--- src/rtl/io_map_pkg.sv ---
package io_map_pkg;
  typedef enum logic [2:0] {
    TGT_NONE      = 3'd0,
    TGT_CFG_REG   = 3'd1,
    TGT_CFG_SPACE = 3'd2,
    TGT_IO        = 3'd3,
    TGT_ERR       = 3'd4
  } tgt_kind_e;

  localparam logic [15:0] CFG_ADDR_PORT = 16'h0CF8;
  localparam logic [15:0] CFG_DATA_BASE = 16'h0CFC;
  localparam int unsigned CFG_REG_BYTES = 4;
endpackage

--- src/rtl/io_port_classify.sv ---
module io_port_classify
  import io_map_pkg::*;
#(
  parameter int unsigned PORT_W    = 32,
  parameter int unsigned PORT_BITS = 16,
  parameter int unsigned SIZE_W    = 3
) (
  input  logic [PORT_W-1:0] port_i,
  input  logic [SIZE_W-1:0] size_i,
  output logic              out_of_range_o,
  output logic              hit_cfg_reg_o,
  output logic              hit_window_o
);
  localparam logic [PORT_BITS-1:0] ADDR_PORT = PORT_BITS'(CFG_ADDR_PORT);
  localparam logic [PORT_BITS-1:0] WIN_BASE  = PORT_BITS'(CFG_DATA_BASE);

  logic [PORT_BITS-1:0] low_port;

  assign low_port       = port_i[PORT_BITS-1:0];
  assign out_of_range_o = |port_i[PORT_W-1:PORT_BITS];
  assign hit_cfg_reg_o  = !out_of_range_o && (low_port == ADDR_PORT)
                          && (size_i == SIZE_W'(CFG_REG_BYTES));
  assign hit_window_o   = !out_of_range_o
                          && ({low_port[PORT_BITS-1:2], 2'b00} == WIN_BASE);
endmodule

--- src/rtl/io_cfg_addr_reg.sv ---
module io_cfg_addr_reg #(
  parameter int unsigned DATA_W = 32
) (
  input  logic              clk_i,
  input  logic              rst_ni,
  input  logic              load_i,
  input  logic [DATA_W-1:0] wdata_i,
  output logic [DATA_W-1:0] value_o
);
  always_ff @(posedge clk_i or negedge rst_ni) begin
    if (!rst_ni)     value_o <= '0;
    else if (load_i) value_o <= wdata_i;
  end
endmodule

--- src/rtl/io_map_resp.sv ---
module io_map_resp
  import io_map_pkg::*;
#(
  parameter int unsigned PORT_BITS  = 16,
  parameter int unsigned ADDR_W     = 40,
  parameter int unsigned DATA_W     = 32,
  parameter logic [ADDR_W-1:0] IO_PREFIX  = 40'h10_0000_0000,
  parameter logic [ADDR_W-1:0] CFG_PREFIX = 40'h20_0000_0000
) (
  input  logic                 clk_i,
  input  logic                 rst_ni,
  input  logic                 req_valid_i,
  input  logic                 write_i,
  input  logic [PORT_BITS-1:0] low_port_i,
  input  logic                 out_of_range_i,
  input  logic                 hit_cfg_reg_i,
  input  logic                 hit_window_i,
  input  logic [DATA_W-1:0]    cfg_addr_i,
  output logic                 rsp_valid_o,
  output tgt_kind_e            kind_o,
  output logic [ADDR_W-1:0]    paddr_o,
  output logic [DATA_W-1:0]    rdata_o
);
  localparam int unsigned EN_BIT = DATA_W - 1;

  tgt_kind_e         kind_d;
  logic [ADDR_W-1:0] paddr_d;
  logic [DATA_W-1:0] rdata_d;

  always_comb begin
    kind_d  = TGT_IO;
    paddr_d = IO_PREFIX | ADDR_W'(low_port_i);
    rdata_d = '0;
    if (out_of_range_i) begin
      kind_d  = TGT_ERR;
      paddr_d = '0;
    end else if (hit_cfg_reg_i) begin
      kind_d  = TGT_CFG_REG;
      paddr_d = '0;
      if (!write_i) rdata_d = cfg_addr_i;
    end else if (hit_window_i) begin
      if (cfg_addr_i[EN_BIT]) begin
        kind_d  = TGT_CFG_SPACE;
        // bits 1:0 of the register are replaced by the window offset
        paddr_d = CFG_PREFIX | ADDR_W'({cfg_addr_i[EN_BIT-1:2], low_port_i[1:0]});
      end else begin
        kind_d  = TGT_NONE;
        paddr_d = '0;
        if (!write_i) rdata_d = '1;
      end
    end
  end

  always_ff @(posedge clk_i or negedge rst_ni) begin
    if (!rst_ni) begin
      rsp_valid_o <= 1'b0;
      kind_o      <= TGT_NONE;
      paddr_o     <= '0;
      rdata_o     <= '0;
    end else begin
      rsp_valid_o <= req_valid_i;
      if (req_valid_i) begin
        kind_o  <= kind_d;
        paddr_o <= paddr_d;
        rdata_o <= rdata_d;
      end
    end
  end
endmodule

--- src/rtl/io_cfg_mapper.sv ---
module io_cfg_mapper
  import io_map_pkg::*;
#(
  parameter int unsigned PORT_W    = 32,
  parameter int unsigned PORT_BITS = 16,
  parameter int unsigned SIZE_W    = 3,
  parameter int unsigned ADDR_W    = 40,
  parameter int unsigned DATA_W    = 32,
  parameter logic [ADDR_W-1:0] IO_PREFIX  = 40'h10_0000_0000,
  parameter logic [ADDR_W-1:0] CFG_PREFIX = 40'h20_0000_0000
) (
  input  logic              clk_i,
  input  logic              rst_ni,
  input  logic              req_valid_i,
  input  logic [PORT_W-1:0] port_i,
  input  logic [SIZE_W-1:0] size_i,
  input  logic              write_i,
  input  logic [DATA_W-1:0] wdata_i,
  output logic              rsp_valid_o,
  output logic [2:0]        kind_o,
  output logic [ADDR_W-1:0] paddr_o,
  output logic [DATA_W-1:0] rdata_o
);
  logic              out_of_range;
  logic              hit_cfg_reg;
  logic              hit_window;
  logic              cfg_load;
  logic [DATA_W-1:0] cfg_addr_q;
  tgt_kind_e         kind_q;

  io_port_classify #(
    .PORT_W(PORT_W), .PORT_BITS(PORT_BITS), .SIZE_W(SIZE_W)
  ) u_classify (
    .port_i         (port_i),
    .size_i         (size_i),
    .out_of_range_o (out_of_range),
    .hit_cfg_reg_o  (hit_cfg_reg),
    .hit_window_o   (hit_window)
  );

  assign cfg_load = req_valid_i && write_i && hit_cfg_reg;

  io_cfg_addr_reg #(.DATA_W(DATA_W)) u_cfg_reg (
    .clk_i   (clk_i),
    .rst_ni  (rst_ni),
    .load_i  (cfg_load),
    .wdata_i (wdata_i),
    .value_o (cfg_addr_q)
  );

  io_map_resp #(
    .PORT_BITS(PORT_BITS), .ADDR_W(ADDR_W), .DATA_W(DATA_W),
    .IO_PREFIX(IO_PREFIX), .CFG_PREFIX(CFG_PREFIX)
  ) u_resp (
    .clk_i          (clk_i),
    .rst_ni         (rst_ni),
    .req_valid_i    (req_valid_i),
    .write_i        (write_i),
    .low_port_i     (port_i[PORT_BITS-1:0]),
    .out_of_range_i (out_of_range),
    .hit_cfg_reg_i  (hit_cfg_reg),
    .hit_window_i   (hit_window),
    .cfg_addr_i     (cfg_addr_q),
    .rsp_valid_o    (rsp_valid_o),
    .kind_o         (kind_q),
    .paddr_o        (paddr_o),
    .rdata_o        (rdata_o)
  );

  assign kind_o = kind_q;
endmodule

--- config.mk ---
export PLATFORM = sky130hd
export DESIGN_NAME = io_cfg_mapper
export DESIGN_NICKNAME = d
export VERILOG_FILES = /design/src/rtl/io_map_pkg.sv /design/src/rtl/io_port_classify.sv /design/src/rtl/io_cfg_addr_reg.sv /design/src/rtl/io_map_resp.sv /design/src/rtl/io_cfg_mapper.sv
export SDC_FILE = /design/constraint.sdc
export NUM_CORES = 1
export LEC_CHECK = 0
export BUFFER_PORTS_ARGS = -buffer_cell sky130_fd_sc_hd__clkbuf_2
export CAP_MARGIN = 20
export CORE_MARGIN = 8
export CORE_UTILIZATION = 46
export CTS_CLUSTER_DIAMETER = 120
export DETAILED_ROUTE_END_ITERATION = 7
export PLACE_DENSITY = 0.87
export SLEW_MARGIN = 30
export SYNTH_ARGS = -nofsm -noshare
export SYNTH_HDL_FRONTEND = slang
export SYNTH_HIERARCHICAL = 1
export SYNTH_SLANG_ARGS = --single-unit
export TNS_END_PERCENT = 50
--- constraint.sdc ---
create_clock -name clk_i -period 1.1 [get_ports clk_i]
set_input_delay 0.165 -clock clk_i [delete_from_list [all_inputs] [get_ports clk_i]]
set_output_delay 0.165 -clock clk_i [all_outputs]
set_load 0.02 [all_outputs]
==> flow_summary.ini <==
[sta]
setup_tns_ns = -45.34
slew_violations = 0
finalSetupViolCount = 112
fmax_mhz = 620
fin_hold_ws_ns = 0.0242
hold_viol = 0
fin_crit_ns = 1.61
skew_ns = 0.00737
rsz0062_at_grt = true
min_period_over_period_pct = 147
layout_setup_ws_ns = -0.514

[cells_and_area]
fin_area_um2 = 6110
area_delta_synth_final_pct = 35.8
n_antenna_cell = 0
layout_commonest_cell = dfrtp_1
utilization_pct = 63.4
layout_common_cells = 101 x dfrtp_1, 82 x clkbuf_2, 36 x o2bb2ai_1
finalNetCount = 559
drive_gt1_share_pct = 54.2

[pwr]
leakage_nw = 3.01
power.density_nw_per_um2 = 1060
vdd_drop_max_mv = 0.568
p_total_mw = 6.49

[die]
die_h_um = 115
rows = 36
die_x_um = 115
core_area_um2 = 9640
io_pins = 147
die_area_um2 = 13200
start_util_pct = 46.6

[placement]
port_buffers = 139
hpwl_um = 9140
place_area_um2 = 5490
place.gp.congestion = 0.880

[drt]
drc = 0
vias = 3344
finalWirelength_um = 12500
via_per_inst = 5.34
drtPass1Iterations = 4
drt_iter0_drc = 128
routedWlPerCell_um = 20.0
ant_nets = 0

[synth]
synth_top_area_share_pct = 56.2
synth_top_area_cell = dfrtp_1
synthArstFlopShare_pct = 100
synthTopCellsByArea = dfrtp_1 56%, mux2_4 10%, o2bb2ai_1 7.2%
yosysSeqAreaShare_pct = 56.2
syn_area_per_cell_um2 = 13.9
synth_edf_count = 0
synth_cells = 323
yosysWarnings = 6
ys_ff_latch = 101
synth_top_flop_cell = dfrtp_1
synthesis.area_um2 = 4500
yosysUniqueCellTypes = 38

[worst_setup_path]
cp.required_ns = 1.35
slowest_delay_ns = 0.34
worstSetupStartpointType = input pin
crit_chain = buf_6 -> nor4_4 -> nand4_4 -> nor3_4 -> and3_4 -> buf_12 -> mux2_4
critPathKind = input pin to register
critical_path_depth = 7
critPathBufInv = 2
rr_worst_depth = 4
worstPathArrival_ns = 1.86
critPathMaxFanout = 9
crit_family = simple AND/OR/NAND/NOR gates
crit_slowest_cell = nor4_4
end_kind = register

[run_status]
violations = negative setup slack
status = finished with violations

[cts]
cts.sinks = 101
cts_tree = yes
cts-htree-levels = 3
cts.path.max_buffers = 2
clk_pin_slew_worst_paths_ns = 0.09
insertion_delay_ns = 0.36
cts_root_buf = clkbuf_8
cts_buffers = 9

[global_routing]
overflow = 0
grt_pass1_wl_um = 19300
grt_util_all_layers_pct = 19.1
antenna_found_initial = 0
grt_max_degree = 46
first_global_vias = 3551

[job]
max_cap_violations = 0

[hold_path]
worstHoldPathType = input pin to register
whs_path_depth = 2
area by class of cell:
type / instances / area (um2)
repair buffers: 182 / 1370
fillers: 740 / 3530
flip-flops and latches: 101 / 2530
clock inverters: 6 / 62.6
multi-input cells: 191 / 1830
clock buffers: 10 / 138
well taps: 133 / 166
inverters: 3 / 11.3
synthesized netlist by cell type (4+ instances only):
library cell	number
dfrtp_1	101
a21oi_1	46
o2bb2ai_1	37
mux2_4	30
a22o_1	17
nor2b_1	15
buf_4	11
o2bb2ai_2	10
clkbuf_1	9
buf_12	4
buf_6	4
power breakdown:
group	internal (mW)	total, mW	switching, mW
Combinational	0.171	0.411	0.241
Clock	1.11	2.37	1.26
Sequential	3.71	3.71	0.00120
flip-flops by register name (all words and copies together) (netlist names):
name	count
u_resp/paddr_o	33
u_resp/rdata_o	32
u_resp/rsp_valid_o	1
u_cfg_reg/value_o	32
u_resp/kind_o	3
metrics by stage:
| step | setup slack [ns] | cells |
|---|---|---|
| floorplan | -0.612 | 329 |
| global placement | -0.841 | 599 |
| detailed placement | -0.929 | 599 |
| CTS | -0.461 | 621 |
| global route | -0.571 | 626 |
| finish | -0.514 | 626 |
final timing paths:
kind	start	to	slack [ns]
worst max register to register	u_cfg_reg/value_o[31]	u_resp/rdata_o[29]	-0.22
worst max-delay path	port_i[20]	u_cfg_reg/value_o[14]	-0.51
min in group asynchronous	rst_ni	u_resp/rdata_o[25]	0.20
worst min register to register	u_resp/rdata_o[28]	u_resp/rdata_o[28]	0.49
worst min-delay path	wdata_i[13]	u_cfg_reg/value_o[13]	0.02
max in group asynchronous	rst_ni	u_cfg_reg/value_o[10]	0.40
logic make-up (layout without fill, tap and decap cells):
logic type	count (synthesis)	in the layout	share of synthesized area [%]
compound gates	114	114	19.8
buf+inv	37	201	6.21
flops	101	101	56.2
mux	33	33	10.8
other cells	1	7	0.0834
simple gates	37	37	6.87
worst register-to-register path, stage by stage (launching register included):
cell and delay (ns):
dfrtp_1 0.47, nor3b_4 0.33, buf_12 0.22, a21oi_1 0.06, o2bb2ai_1 0.16
what timing repair did:
item / 4_1_cts / 5_1_grt
gates resized for setup: 27 / 109
pin swaps: 5 / 3
setup endpoints to repair: 155 / 169
endpoints found under the hold margin: 101 / 0
setup buffers: 4 / 4
hold buffers: 1 / 0
gates cloned: 2 / 1
metal layers:
layer	track usage (%)	up-vias	part of all wire, %
li1	-	1518	-
met1	23.7	1669	43
met2	30.3	128	48
met3	5.15	29	6.8
met4	9.63	0	2.7
met5	0	-	0
Power figures use the tool's default switching activity.
